[config.mk]
export PLATFORM = sky130hd
export DESIGN_NAME = smc_strobe_gen
export DESIGN_NICKNAME = d
export VERILOG_FILES = /design/src/rtl/smc_strobe_gen.sv
export SDC_FILE = /design/constraint.sdc
export NUM_CORES = 1
export LEC_CHECK = 0
export BUFFER_PORTS_ARGS = -buffer_cell sky130_fd_sc_hd__buf_4
export CORE_MARGIN = 5
export CORE_UTILIZATION = 32
export DETAILED_ROUTE_END_ITERATION = 6
export SLEW_MARGIN = 10
export SYNTH_ARGS = -nofsm -noshare
export SYNTH_HDL_FRONTEND = slang
export SYNTH_SLANG_ARGS = --single-unit
export TNS_END_PERCENT = 10
[constraint.sdc]
create_clock -name clk -period 10.7 [get_ports clk]
set_input_delay 3.21 -clock clk [delete_from_list [all_inputs] [get_ports clk]]
set_output_delay 3.21 -clock clk [all_outputs]
set_load 0.1 [all_outputs]
[src/rtl/smc_strobe_gen.sv]
module smc_strobe_gen #(
  parameter int NUM_CS = 8,
  parameter int ADDR_W = 16,
  parameter int DATA_W = 16,
  parameter int NWS_W  = 7,
  parameter int TDF_W  = 4,
  localparam int CS_W  = $clog2(NUM_CS),
  localparam int CFG_W = NWS_W + TDF_W + 4
) (
  input  logic              clk,
  input  logic              rst_n,
  input  logic              cfg_we,
  input  logic [CS_W-1:0]   cfg_sel,
  input  logic [CFG_W-1:0]  cfg_wdata,
  output logic [CFG_W-1:0]  cfg_rdata,
  input  logic              req_valid,
  input  logic              req_write,
  input  logic [CS_W-1:0]   req_cs,
  input  logic [ADDR_W-1:0] req_addr,
  input  logic [DATA_W-1:0] req_wdata,
  input  logic [1:0]        req_be,
  output logic              req_ack,
  output logic              rd_valid,
  output logic [DATA_W-1:0] rd_data,
  output logic              bus_phase,
  output logic [NUM_CS-1:0] mem_cs_n,
  output logic              mem_rd_n,
  output logic [1:0]        mem_wr_n,
  output logic [ADDR_W-1:0] mem_addr,
  output logic [DATA_W-1:0] mem_dout,
  output logic              mem_doe,
  input  logic [DATA_W-1:0] mem_din
);

  localparam int CNT_W   = NWS_W + 2;
  localparam int LANE_W  = DATA_W / 2;
  localparam int B_EN    = NWS_W;
  localparam int B_TDF   = NWS_W + 1;
  localparam int B_WIDE  = NWS_W + TDF_W + 1;
  localparam int B_BAT   = B_WIDE + 1;
  localparam int B_EARLY = B_WIDE + 2;

  typedef enum logic [1:0] {ST_IDLE, ST_ACC, ST_FLOAT} state_t;

  logic [CFG_W-1:0] cfg_q [NUM_CS];

  for (genvar g = 0; g < NUM_CS; g++) begin : g_cfg
    always_ff @(posedge clk or negedge rst_n) begin
      if (!rst_n) cfg_q[g] <= '0;
      else if (cfg_we && cfg_sel == CS_W'(g)) cfg_q[g] <= cfg_wdata;
    end
  end

  logic [CFG_W-1:0] sel_cfg;
  assign sel_cfg   = cfg_q[cfg_sel];
  assign cfg_rdata = {sel_cfg[CFG_W-1:NWS_W], sel_cfg[B_EN] ? sel_cfg[NWS_W-1:0] : {NWS_W{1'b0}}};

  // timing of an incoming request, from its chip select's word
  logic [CFG_W-1:0] rq_cfg;
  logic [CNT_W-1:0] x2, rq_tlen, rq_slen, rq_send;
  logic             rq_ws, rq_early, rq_sbeg;
  assign rq_cfg   = cfg_q[req_cs];
  assign rq_ws    = rq_cfg[B_EN];
  assign rq_early = rq_cfg[B_EARLY] && !req_write;
  assign x2       = {1'b0, rq_cfg[NWS_W-1:0], 1'b0};
  assign rq_sbeg  = !rq_early;
  assign rq_tlen  = rq_ws ? x2 + CNT_W'(4) : CNT_W'(2);

  always_comb begin
    if (!rq_ws)         rq_slen = rq_early ? CNT_W'(2) : CNT_W'(1);
    else if (req_write) rq_slen = x2 + CNT_W'(2);
    else if (rq_early)  rq_slen = x2 + CNT_W'(4);
    else                rq_slen = x2 + CNT_W'(3);
  end
  assign rq_send = rq_slen + CNT_W'(rq_sbeg);

  state_t           st;
  logic             phase_q;
  logic [CNT_W-1:0] tcnt, a_send, a_tend, fl_end;
  logic             a_sbeg, a_wr, a_wide, a_bat;
  logic [TDF_W-1:0] a_tdf;
  logic [CS_W-1:0]  a_cs;
  logic [1:0]       a_be;
  logic [ADDR_W-1:0] a_addr;
  logic [DATA_W-1:0] a_wdata;

  assign fl_end    = CNT_W'({a_tdf, 1'b0});
  assign req_ack   = (st == ST_IDLE) && req_valid && !phase_q;
  assign bus_phase = phase_q;

  always_ff @(posedge clk or negedge rst_n) begin
    if (!rst_n) begin
      st <= ST_IDLE; phase_q <= 1'b0; tcnt <= '0;
      a_send <= '0; a_tend <= '0; a_sbeg <= 1'b0; a_wr <= 1'b0;
      a_wide <= 1'b0; a_bat <= 1'b0; a_tdf <= '0; a_cs <= '0;
      a_be <= '0; a_addr <= '0; a_wdata <= '0;
      rd_valid <= 1'b0; rd_data <= '0;
    end else begin
      phase_q  <= ~phase_q;
      rd_valid <= 1'b0;
      case (st)
        ST_IDLE: if (req_ack) begin
          st <= ST_ACC; tcnt <= '0;
          a_cs <= req_cs; a_wr <= req_write; a_addr <= req_addr;
          a_wdata <= req_wdata; a_be <= req_be;
          a_wide <= rq_cfg[B_WIDE]; a_bat <= rq_cfg[B_BAT];
          a_tdf <= rq_cfg[B_TDF +: TDF_W];
          a_sbeg <= rq_sbeg; a_send <= rq_send; a_tend <= rq_tlen;
        end
        ST_ACC: begin
          tcnt <= tcnt + 1'b1;
          if (!a_wr && tcnt == a_send - 1'b1) begin
            rd_data  <= a_wide ? mem_din : {{LANE_W{1'b0}}, mem_din[LANE_W-1:0]};
            rd_valid <= 1'b1;
          end
          if (tcnt == a_tend - 1'b1) begin
            tcnt <= '0;
            st   <= (a_tdf == '0) ? ST_IDLE : ST_FLOAT;
          end
        end
        ST_FLOAT: begin
          tcnt <= tcnt + 1'b1;
          if (tcnt == fl_end - 1'b1) st <= ST_IDLE;
        end
        default: st <= ST_IDLE;
      endcase
    end
  end

  logic in_acc, strobe_on, wr_on;
  assign in_acc    = (st == ST_ACC);
  assign strobe_on = in_acc && tcnt >= CNT_W'(a_sbeg) && tcnt < a_send;
  assign wr_on     = strobe_on && a_wr;

  for (genvar g = 0; g < NUM_CS; g++) begin : g_cs
    assign mem_cs_n[g] = !(in_acc && a_cs == CS_W'(g));
  end

  assign mem_rd_n    = !(strobe_on && !a_wr);
  assign mem_wr_n[0] = !(wr_on && (!a_wide || a_bat || a_be[0]));
  assign mem_wr_n[1] = !(wr_on && a_wide && (a_bat || a_be[1]));
  assign mem_addr    = a_addr;
  assign mem_doe     = in_acc && a_wr;
  assign mem_dout    = a_wide ? a_wdata : {{LANE_W{1'b0}}, a_wdata[LANE_W-1:0]};

  AST_ONE_CS: assert property (@(posedge clk) disable iff (!rst_n) $onehot0(~mem_cs_n));
  AST_STROBE_IN_CS: assert property (@(posedge clk) disable iff (!rst_n)
    (!mem_rd_n || mem_wr_n != 2'b11) |-> (mem_cs_n != {NUM_CS{1'b1}}));
  AST_RD_WR_EXCL: assert property (@(posedge clk) disable iff (!rst_n)
    !(!mem_rd_n && mem_wr_n != 2'b11));
  AST_ACK_BUS_FREE: assert property (@(posedge clk) disable iff (!rst_n)
    req_ack |-> (mem_cs_n == {NUM_CS{1'b1}}));
  AST_ACK_ONCE: assert property (@(posedge clk) disable iff (!rst_n) req_ack |=> !req_ack);
  AST_RDVALID_PULSE: assert property (@(posedge clk) disable iff (!rst_n) rd_valid |=> !rd_valid);
  AST_PHASE_TOGGLE: assert property (@(posedge clk) disable iff (!rst_n) bus_phase |=> !bus_phase);

endmodule

-- Yosys cells after proc, flatten, opt, wreduce, memory -nomap -nowiden
Index checks and enable logic that the tools add are counted.
- bits in registers: 212
- bits in latches: 0
- bits in writable memories: 0
- bits in read-only memories: 0
- word-level logic and storage cells: 141
- memories kept: 0
- $add $sub $neg: 8
- multiply operators: 0
- divide/modulo/power cells: 0
- order comparisons: 4
- eq/ne operators: 22
- shift operators: 0
- mux-type cells: 24
- bitwise gates (word level): 3
- reduce and logical (&&, ||, !) cells: 56
- operators by type and width (kind ; number):
    $bmux 15 s3 ; 2
    $mux 15 ; 4
    $mux 9 ; 6
    $mux 16 ; 2
    $logic_and 1x1->1 ; 28
    $eq 9x9->1 ; 3
    $pmux 9 s3 ; 1
    $eq 3x3->1 const B ; 8
    $add 8x2->9 const B ; 2
    $sub 9x1->9 const B ; 2
    $logic_not 1->1 ; 16
    $eq 3x2->1 const B ; 4
    $mux 2 ; 5
    $add 8x3->9 const B ; 1
    $add 9x1->9 ; 1
    $add 9x1->9 const B ; 1
    $ge 9x1->1 ; 1
    $lt 9x9->1 ; 1
    $ge 4x4->1 const B ; 2
    $not 3->4 ; 2
    $mux 7 ; 1
    $eq 3x1->1 const B ; 2
    $logic_not 3->1 ; 2
    $pmux 2 s3 ; 1
    13 further kinds ; 19

-- Longest topological paths before layout
Gate-level depths: netlist of run 1.
- depth after elaboration: 9
- mapped depth: 12
- gate-level depth less buffers: 10

-- Worst setup path after synthesis of run 1
Ideal clock, no wire load.
- path kind: input port to output port
- start point: in cfg_sel[1]
- end point: out cfg_rdata[0]
- arrival: 5730 ps
- required time: 7490 ps
- path slack: 1760 ps
- stages on the path: 6
- cell sequence: clkbuf_1 > clkbuf_1 > clkbuf_1 > mux4_2 > mux2i_1 > nor2_1
- longest elaborated chain between the ends: 5
- ends and longest elaborated chain (element ; RTL line ; source):
    start, declared ; 13 ; input logic [CS_W-1:0] cfg_sel,
    $not 3->4 (implied by the code) ; 55 ; assign sel_cfg = cfg_q[cfg_sel];
    $bmux 15 s3 ; 55 ;
    $mux 15 (implied by the code) (2 in series) ; 55 ;
    $mux 7 ; 56 ; assign cfg_rdata = {sel_cfg[CFG_W-1:NWS_W], sel_cfg[B_EN] ? sel_cfg[NWS_W-1:0] : {NWS_W{1'b0}}};
    end, declared ; 15 ; output logic [CFG_W-1:0] cfg_rdata,
No other way between the ends. The select of a mux whose other input is x is not followed.

-- Worst setup path after layout of run 1
- start point: in cfg_sel[0]
- end point: out cfg_rdata[3]
The elaborated chain is that of the path after synthesis.

==> results of run 1 <==
-- worst min path at each step --
stage | startpoint | slack, ns | depth (start not counted) | to
after global routing | a_wdata[14] | 0.49 | 2 | a_wdata[14]
after floorplan | a_wdata[10] | 0.44 | 2 | a_wdata[10]
after CTS | a_wdata[10] | 0.47 | 2 | a_wdata[10]
after detailed placement | a_wdata[10] | 0.46 | 2 | a_wdata[10]
final | a_wdata[10] | 0.46 | 2 | a_wdata[10]
after global placement | a_wdata[10] | 0.45 | 2 | a_wdata[10]
-- metrics by stage --
| stage | instance area (µm²) | utilization (%) | hold slack [ns] | power, mW |
|---|---|---|---|---|
| 3_3_place_gp | 13000 | 36.7 | 0.450 | 2.97 |
| 3_5_place_dp | 13000 | 36.7 | 0.455 | 3.01 |
| 6_report | 13900 | 39.2 | 0.463 | 3.87 |
| 4_1_cts | 13900 | 39.2 | 0.469 | 3.92 |
| 2_1_floorplan | 11500 | - | 0.438 | 2.62 |
| 5_1_grt | 13900 | 39.2 | 0.491 | 4.08 |
-- synthesized netlist by cell type (3+ instances only) --
cell and number:
inv_1 38, nor2b_1 6, o31ai_1 3, mux4_2 59, and3_1 5, mux2i_1 29
nand4b_1 5, nand2b_1 6, o2bb2ai_1 3, dfrtp_1 211, a21oi_1 8, nor2_1 19
ha_1 23, a22o_1 4, mux2i_4 4, buf_2 10, buf_4 10, o21a_1 7
nand4_1 7, a21o_1 3, buf_1 6, o21ai_0 24, nor4_1 8, nor3_1 13
mux2_2 137, nand3_1 20, xor2_1 9, clkbuf_1 35, and2_1 10, xnor2_1 34
nand2_1 163, o21ai_1 3
-- tightest hold or removal path: stages, from the launching register on --
cell and delay, ns:
dfrtp_1 0.33, nand2_1 0.05, nand2_1 0.05
-- layer usage --
metal | global-route usage (%) | part of all wire, % | routed length (µm) | vias to the layer above
met2 | 24.7 | 49 | 14200 | 176
met3 | 2.36 | 5.0 | 1440 | 42
met1 | 18.8 | 44 | 12600 | 4006
met4 | 3.14 | 2.0 | 569 | 0
li1 | - | - | - | 3674
met5 | 0 | 0 | 0 | -
-- power by group --
part | switching (mW) | internal, mW | leakage [nW]
clock | 0.342 | 0.548 | 0.427
combinational | 1.20 | 0.562 | 3.19
sequential | 0.185 | 1.04 | 2.57
total | 1.73 | 2.15 | 6.19
-- cells by family (layout without fill, tap and decap cells) --
group,after synthesis,after routing
xor gates and xnor gates,44,44
AOI/OAI and AO/OA,79,79
DFF,211,211
and+or+nand+nor,272,272
muxes,231,231
adders and majority gates,23,23
buffers and inverters,102,248
-- area by class of cell --
type / instances / area [µm²]
fill: 3419 / 21600
clock inverter: 8 / 101
inverter: 38 / 143
tap: 461 / 577
timing repair buffer: 165 / 1240
multi-input combinational: 649 / 5780
clock buffer: 37 / 773
sequential: 211 / 5280
-- registers in the layout, indices dropped and copies added, names as in the netlist --
signal     count
cfg_q        120
a_wdata       16
mem_addr      16
rd_data       16
a_send         9
tcnt           9
a_tend         8
a_tdf          4
a_cs           3
a_be           2
st             2
a_bat          1
a_sbeg         1
a_wide         1
a_wr           1
bus_phase      1
rd_valid       1
==> results.py, run 1 <==
metrics = {
    "detailed_routing": {
        "wl_per_cell_um": 18.4,
        "drtPass1Iterations": 4,
        "drcViolationCount": 0,
        "dr.first_iter.drc_count": 313,
        "via_per_inst": 5.03,
        "wirelength_um": 28800,
        "ant_nets": 0,
        "vias": 7898,
    },
    "synth": {
        "syn-cell-area_um2": 11500,
        "synth_simple_gate_area_share_pct": 10.8,
        "synthMuxAreaShare_pct": 28.6,
        "synth_xor_area_share_pct": 3.42,
        "synth.distinct_cells": 62,
        "synth_top_family_by_area": "multiplexers",
        "ys_seq_elements": 211,
        "synth_nets": 1061,
        "synth_area_leaders": "dfrtp_1 (46%), mux2_2 (13%), mux4_2 (12%)",
        "yosys_warnings": 0,
        "synthArstFlopShare_pct": 100,
        "yosysSeqAreaShare_pct": 45.9,
        "synth_fa_ha_area_share_pct": 2.50,
        "syn_inst": 962,
        "synth_top_cell_area_share_pct": 45.9,
        "synth_compound_area_share_pct": 4.79,
        "yosys.area.top_type": "dfrtp_1",
        "synth_edf_count": 0,
        "synthFlopType": "dfrtp_1",
        "syn_area_per_cell_um2": 11.9,
    },
    "run": {
        "cap_violations": 0,
    },
    "clock_network": {
        "tritoncts": "done",
        "htreeDepth": 1,
        "holdBufCountCts": 0,
        "cts_resized": 0,
        "ctsLongestPathBuffers": 3,
        "cts_setup_buffers": 0,
        "cts-root-buf": "clkbuf_16",
        "path_clk_slew_ns": 0.05,
        "worstSkewPairLatency_ns": 0.53,
        "cts.sinks": 211,
        "numCtsBuffers": 26,
    },
    "timing": {
        "setup_viol": 0,
        "slew_headroom_pct": 25.4,
        "hold_viol_final": 0,
        "skew_ns": 0.0173,
        "finalMaxSlewViolations": 0,
        "finalCritPeriodShare_pct": 82.8,
        "rsz0062_at_grt": "false",
        "clock.fmax_ghz": 0.113,
        "period_minus_slack_ns": 8.86,
        "worstMarginPinSlew_ns": 1.09,
        "fin_ws_ns": 1.84,
        "setup-tns-final_ns": 0,
    },
    "setup_path": {
        "cp_cell_sequence": "buf_4 -> mux4_2 -> mux2i_1 -> nor2_1 -> buf_4",
        "crit_arrival_ns": 5.65,
        "required_ns": 7.49,
        "critical_path_class": "in -> out",
        "cp.buffers_inverters": 2,
        "reg2reg_depth": 7,
        "crit_path_max_incr_delay_ns": 0.86,
        "r2r_end": "rd_data[7]",
        "endpoint_kind": "primary output",
        "path_depth": 5,
        "crit_path_end": "cfg_rdata[3]",
        "r2r_slack_ns": 7.67,
        "crit_family": "multiplexers",
        "crit_top_cell": "buf_4",
        "cp_max_fo": 38,
        "critPathLaunch": "cfg_sel[0]",
        "start_kind": "input port",
        "r2r_start": "a_send[2]",
        "cp_slowest_cell": "mux2i_1",
    },
    "final_layout": {
        "drive_above_1_share_pct": 38.4,
        "antenna_cells": 0,
        "layout.nets": 1190,
        "final_cell_count_no_fill": 1569,
        "layout_common_cells": "dfrtp_1 (211), buf_4 (164), nand2_1 (163)",
        "area_delta_synth_final_pct": 20.9,
        "layout.cells.most_common": "dfrtp_1",
    },
    "grt": {
        "grt_first_pass_wirelength_um": 45700,
        "antenna_found_initial": 0,
        "grt_max_degree": 108,
        "grt_pass1_vias": 8219,
        "grt_overflow_total": 0,
        "grt.total_usage_pct": 14.2,
    },
    "min_path": {
        "hp-class": "reg -> reg",
    },
    "floorplan": {
        "core-area_um2": 35500,
        "die_w_um": 200,
        "dieArea_um2": 39800,
        "rows": 69,
        "initial_core_util_pct": 32.4,
        "pin_count": 154,
        "fp.dieH_um": 200,
    },
    "power": {
        "vdd_ir_drop_max_v": 0.000314,
        "power_density_nw_per_um2": 279,
        "leakagePower_nw": 6.19,
    },
    "placement": {
        "dp_hpwl_um": 19200,
        "dp_slack_ns": 1.84,
        "dp.cells": 1524,
        "gp_congestion": 0.755,
        "portBuffers": 153,
    },
    "run_status": {
        "status": "complete, no violations",
    },
}
Note: power is estimated with default switching activity, not from simulation.
==> run 2: changes to the inputs <==
Clock period 10.7 ns to 7.74 ns, I/O delays scaled along.
==> run 2 against run 1 <==
Against the previous run:
- total power up 39%
- sequential share of layout area down 0.14 points
- clock skew up 0.00090 ns
- non-clock buffer count up 1
- worst hold slack better by 0.0054 ns
- final area up 0.36%
- critical path depth up 1
- via count down 0.80%
- sequential power up 39%
- clock power up 40%
- core utilization up 0.14 points
==> results.py, run 2 (synthesis gave the netlist of run 1 again) <==
metrics = {
    "setup_path": {
        "cp_slowest_cell": "mux2i_1",
        "cp_cell_sequence": "buf_4 -> mux4_2 -> mux2i_1 -> buf_4 -> nor2_1 -> buf_4",
        "cp_max_fo": 36,
        "endpoint_kind": "primary output",
        "crit_family": "multiplexers",
        "cp.buffers_inverters": 3,
        "start_kind": "input port",
        "crit_arrival_ns": 4.26,
        "critical_path_class": "in -> out",
        "crit_path_max_incr_delay_ns": 0.57,
        "crit_top_cell": "buf_4",
        "required_ns": 5.42,
    },
    "placement": {
        "gp_congestion": 0.777,
        "dp_slack_ns": 1.10,
        "portBuffers": 153,
        "dp_hpwl_um": 18800,
        "place_area_um2": 13000,
    },
    "run": {
        "cap_violations": 0,
    },
    "clock_network": {
        "worstSkewPairLatency_ns": 0.56,
        "cts-root-buf": "clkbuf_16",
        "cts_setup_buffers": 0,
        "path_clk_slew_ns": 0.06,
        "ctsLongestPathBuffers": 3,
        "htreeDepth": 1,
        "holdBufCountCts": 0,
        "tritoncts": "done",
        "cts.sinks": 211,
        "cts_resized": 0,
        "numCtsBuffers": 27,
    },
    "final_layout": {
        "layout_common_cells": "dfrtp_1 (211), buf_4 (164), nand2_1 (163)",
        "layout.nets": 1192,
        "final_area_um2": 13900,
        "area_delta_synth_final_pct": 21.3,
        "layout.cells.most_common": "dfrtp_1",
        "drive_above_1_share_pct": 38.6,
        "antenna_cells": 0,
        "largest-register": "cfg_q",
        "largest_reg_flops": 120,
    },
    "power": {
        "leakagePower_nw": 6.22,
        "power_density_nw_per_um2": 385,
        "vdd_ir_drop_max_v": 0.000279,
    },
    "detailed_routing": {
        "ant_nets": 0,
        "via_per_inst": 4.98,
        "drtPass1Iterations": 4,
        "vias": 7835,
        "wl_per_cell_um": 18.0,
        "dr.first_iter.drc_count": 279,
        "wirelength_um": 28300,
        "drcViolationCount": 0,
    },
    "grt": {
        "grt_max_degree": 147,
        "grt_pass1_vias": 8142,
        "grt_first_pass_wirelength_um": 45300,
        "grt_use_met3_pct": 2.48,
        "grt_use_met2_pct": 23.9,
        "grt.total_usage_pct": 14.2,
        "met1_usage_pct": 18.8,
        "antenna_found_initial": 0,
        "grt_overflow_total": 0,
        "grt_most_used_layer": "met2",
    },
    "min_path": {
        "hp-class": "reg -> reg",
    },
    "timing": {
        "rsz0062_at_grt": "false",
        "slew_headroom_pct": 39.0,
        "setup-tns-final_ns": 0,
        "hold_viol_final": 0,
        "clock.fmax_ghz": 0.152,
        "finalMaxSlewViolations": 0,
        "fin_ws_ns": 1.16,
        "finalCritPeriodShare_pct": 85.0,
        "setup_viol": 0,
        "worstMarginPinSlew_ns": 0.914,
        "skew_ns": 0.0181,
        "period_minus_slack_ns": 6.58,
    },
    "run_status": {
        "status": "complete, no violations",
    },
    "floorplan": {
        "core-area_um2": 35500,
        "initial_core_util_pct": 32.4,
        "die_w_um": 200,
        "fp.dieH_um": 200,
        "dieArea_um2": 39800,
        "pin_count": 154,
        "rows": 69,
    },
}
## run 2: tightest hold or removal path, delay by kind of cell (launching register included)
family           cells  cell delay, ns
AND/OR/NAND/NOR      2            0.10
flip-flops           1            0.34
## run 2: cell type report
cell class	count	area, µm²
clock buffer	40	815
clock inverter	8	90.1
fill	3423	21500
inverter	38	143
multi-input combinational	649	5780
sequential	211	5280
tap	461	577
timing repair buffer	166	1260
## run 2: through the flow
stage	util [%]	total power [mW]	hold WS (ns)	std cells
CTS	39.3	5.44	0.470	1573
floorplan	-	3.62	0.438	962
global placement	36.8	4.12	0.450	1525
detailed placement	36.8	4.16	0.455	1525
global route	39.3	5.67	0.484	1573
finish	39.3	5.37	0.468	1573
## run 2: per-layer routing
layer / vias to the layer above / wire length (µm) / part of all wire, %
li1: 3699 / - / -
met1: 3961 / 12600 / 44
met2: 137 / 13800 / 49
met3: 38 / 1310 / 4.6
met4: 0 / 630 / 2.2
met5: - / 0 / 0
## run 2: report_power, final
| part | leakage (nW) | total (mW) | internal [mW] | switching [mW] |
|---|---|---|---|---|
| combinational | 3.20 | 2.43 | 0.779 | 1.65 |
| sequential | 2.57 | 1.69 | 1.43 | 0.255 |
| clock | 0.447 | 1.25 | 0.762 | 0.493 |
## run 2: final timing paths
check | from | end | slack [ns] | depth (start not counted)
worst max-delay path | cfg_sel[1] | cfg_rdata[3] | 1.16 | 6
worst min-delay path | a_wdata[11] | a_wdata[11] | 0.47 | 2
worst max register to register | a_send[2] | rd_data[2] | 4.85 | 7
worst min register to register | a_wdata[11] | a_wdata[11] | 0.47 | 2
max in group asynchronous | rst_n | rd_data[5] | 4.76 | 2
min in group asynchronous | rst_n | cfg_q[31] | 1.76 | 1
==> run 3: changes to the inputs <==
Settings changed: CORE_UTILIZATION 32 to 45, PLACE_DENSITY set to 0.67, RECOVER_POWER set to 25.
==> run 3 against run 2 <==
Against the previous run:
- the run now ends with capacitance limit, slew limit left
- critical endpoint is now cfg_rdata[6]
- worst setup slack better by 0.12 ns
- global-route usage is 4.8 points higher
- die area is 28% lower
- register-to-register slack worse by 0.63 ns
- total power is 3.8% lower
- final area is 2.7% lower
- largest cell class unchanged
- clock power is 16% lower
==> results.py, run 3 (synthesis gave the netlist of run 1 again) <==
metrics = {
    "placement": {
        "portBuffers": 153,
        "dp_hpwl_um": 18300,
        "dp.cells": 1394,
        "gp_congestion": 0.784,
    },
    "clock_network": {
        "htreeDepth": 1,
        "holdBufCountCts": 0,
        "worstSkewPairLatency_ns": 0.51,
        "ctsLongestPathBuffers": 3,
        "path_clk_slew_ns": 0.06,
        "cts_resized": 0,
        "cts.sinks": 211,
        "numCtsBuffers": 23,
        "cts-root-buf": "clkbuf_16",
        "cts_setup_buffers": 0,
        "tritoncts": "done",
    },
    "power": {
        "p_switching_mw": 2.34,
        "total_power_mw": 5.17,
        "vdd_ir_drop_max_v": 0.000311,
        "power_density_nw_per_um2": 381,
        "internal_power_mw": 2.83,
        "power.share.sequential_pct": 32.6,
        "leakagePower_nw": 6.11,
        "p_comb_share_pct": 47.0,
        "pwr-share-clk_pct": 20.3,
        "p_sw_share_pct": 45.2,
    },
    "final_layout": {
        "largest-register": "cfg_q",
        "drive_above_1_share_pct": 37.5,
        "layout.nets": 1188,
        "antenna_cells": 0,
        "largest_reg_flops": 120,
        "layout_common_cells": "dfrtp_1 (211), nand2_1 (163), buf_4 (163)",
        "area_delta_synth_final_pct": 18.0,
        "final_util_pct": 53.9,
        "fill_cells": 2189,
        "final_cell_count_no_fill": 1434,
        "layout.cells.most_common": "dfrtp_1",
    },
    "detailed_routing": {
        "wl_per_cell_um": 18.8,
        "drcViolationCount": 0,
        "wirelength_um": 27000,
        "vias": 7868,
        "dr.first_iter.drc_count": 407,
        "drtPass1Iterations": 5,
        "via_per_inst": 5.49,
        "ant_nets": 0,
    },
    "grt": {
        "antenna_found_initial": 0,
        "grt_max_degree": 85,
        "grt_overflow_total": 0,
        "grt.total_usage_pct": 18.9,
        "grt_first_pass_wirelength_um": 44300,
        "grt_pass1_vias": 8212,
    },
    "setup_path": {
        "crit_arrival_ns": 4.14,
        "critical_path_class": "in -> out",
        "reg2reg_depth": 8,
        "endpoint_kind": "primary output",
        "required_ns": 5.42,
        "start_kind": "input port",
        "cp_max_fo": 38,
    },
    "floorplan": {
        "initial_core_util_pct": 45.6,
        "die_w_um": 170,
        "fp.dieH_um": 170,
        "core-area_um2": 25200,
        "pin_count": 154,
        "rows": 58,
        "dieArea_um2": 28800,
    },
    "timing": {
        "finalCritPeriodShare_pct": 83.5,
        "finalMaxSlewViolations": 50,
        "rsz0062_at_grt": "false",
        "slew_headroom_pct": -52.2,
        "period_minus_slack_ns": 6.46,
        "setup-tns-final_ns": 0,
        "hold_viol_final": 0,
        "worstMarginPinSlew_ns": 2.28,
        "hold_slack_ns": 0.465,
        "clock.fmax_ghz": 0.155,
        "skew_ns": 0.0133,
        "setup_viol": 0,
    },
    "run_status": {
        "violations": "capacitance limit, slew limit",
        "status": "finished, violations left",
    },
    "min_path": {
        "hold_depth": 2,
        "hp-class": "reg -> reg",
    },
    "run": {
        "cap_violations": 1,
    },
}
[run 3: layout make-up]
cell class | count | area, µm² | share of cell area (%)
Timing Repair Buffer | 166 | 1240 | 9.18
Sequential cell | 211 | 5280 | 38.9
Multi-Input combinational cell | 649 | 5770 | 42.5
Tap cell | 330 | 413 | 3.04
Clock buffer | 35 | 661 | 4.87
Clock inverter | 5 | 53.8 | 0.397
Inverter | 38 | 143 | 1.05
[run 3: final timing paths]
check	startpoint	endpoint	slack, ns
worst min-delay path	a_wdata[14]	a_wdata[14]	0.47
worst max-delay path	cfg_sel[0]	cfg_rdata[6]	1.28
min in group asynchronous	rst_n	rd_data[4]	1.84
worst max register to register	st[1]	a_send[7]	4.22
max in group asynchronous	rst_n	mem_addr[13]	4.57
worst min register to register	a_wdata[14]	a_wdata[14]	0.47
[run 3: metal layers]
metal  part of all wire, %  vias up  GRT usage [%]
met5                     0        -              0
met1                    43     3944           25.6
li1                      -     3686              -
met4                   2.8        0           5.46
met3                   4.9       49           2.72
met2                    50      189           32.1
[run 3: power groups by stage]
stage                     combinational, mW  sequential [mW]  clock (mW)
after detailed placement               2.44             1.71           0
after CTS                              2.45             1.69        1.08
after global routing                   2.59             1.74        1.13
after floorplan                        1.46             2.16           0
after global placement                 2.41             1.69           0
final                                  2.43             1.69        1.05
[run 3: worst max-delay path, stage by stage]
cell and delay (ns):
buf_4 0.56, mux4_2 0.58, mux2i_1 0.14, buf_4 0.22, nor2_1 0.07, buf_4 0.23
[run 3: per-stage QoR]
stage	cell area [µm²]	setup slack, ns
6_report	13600	1.28
5_1_grt	13600	1.15
4_1_cts	13600	1.25
3_5_place_dp	12900	1.24
3_3_place_gp	12900	1.27
2_1_floorplan	11500	0.576
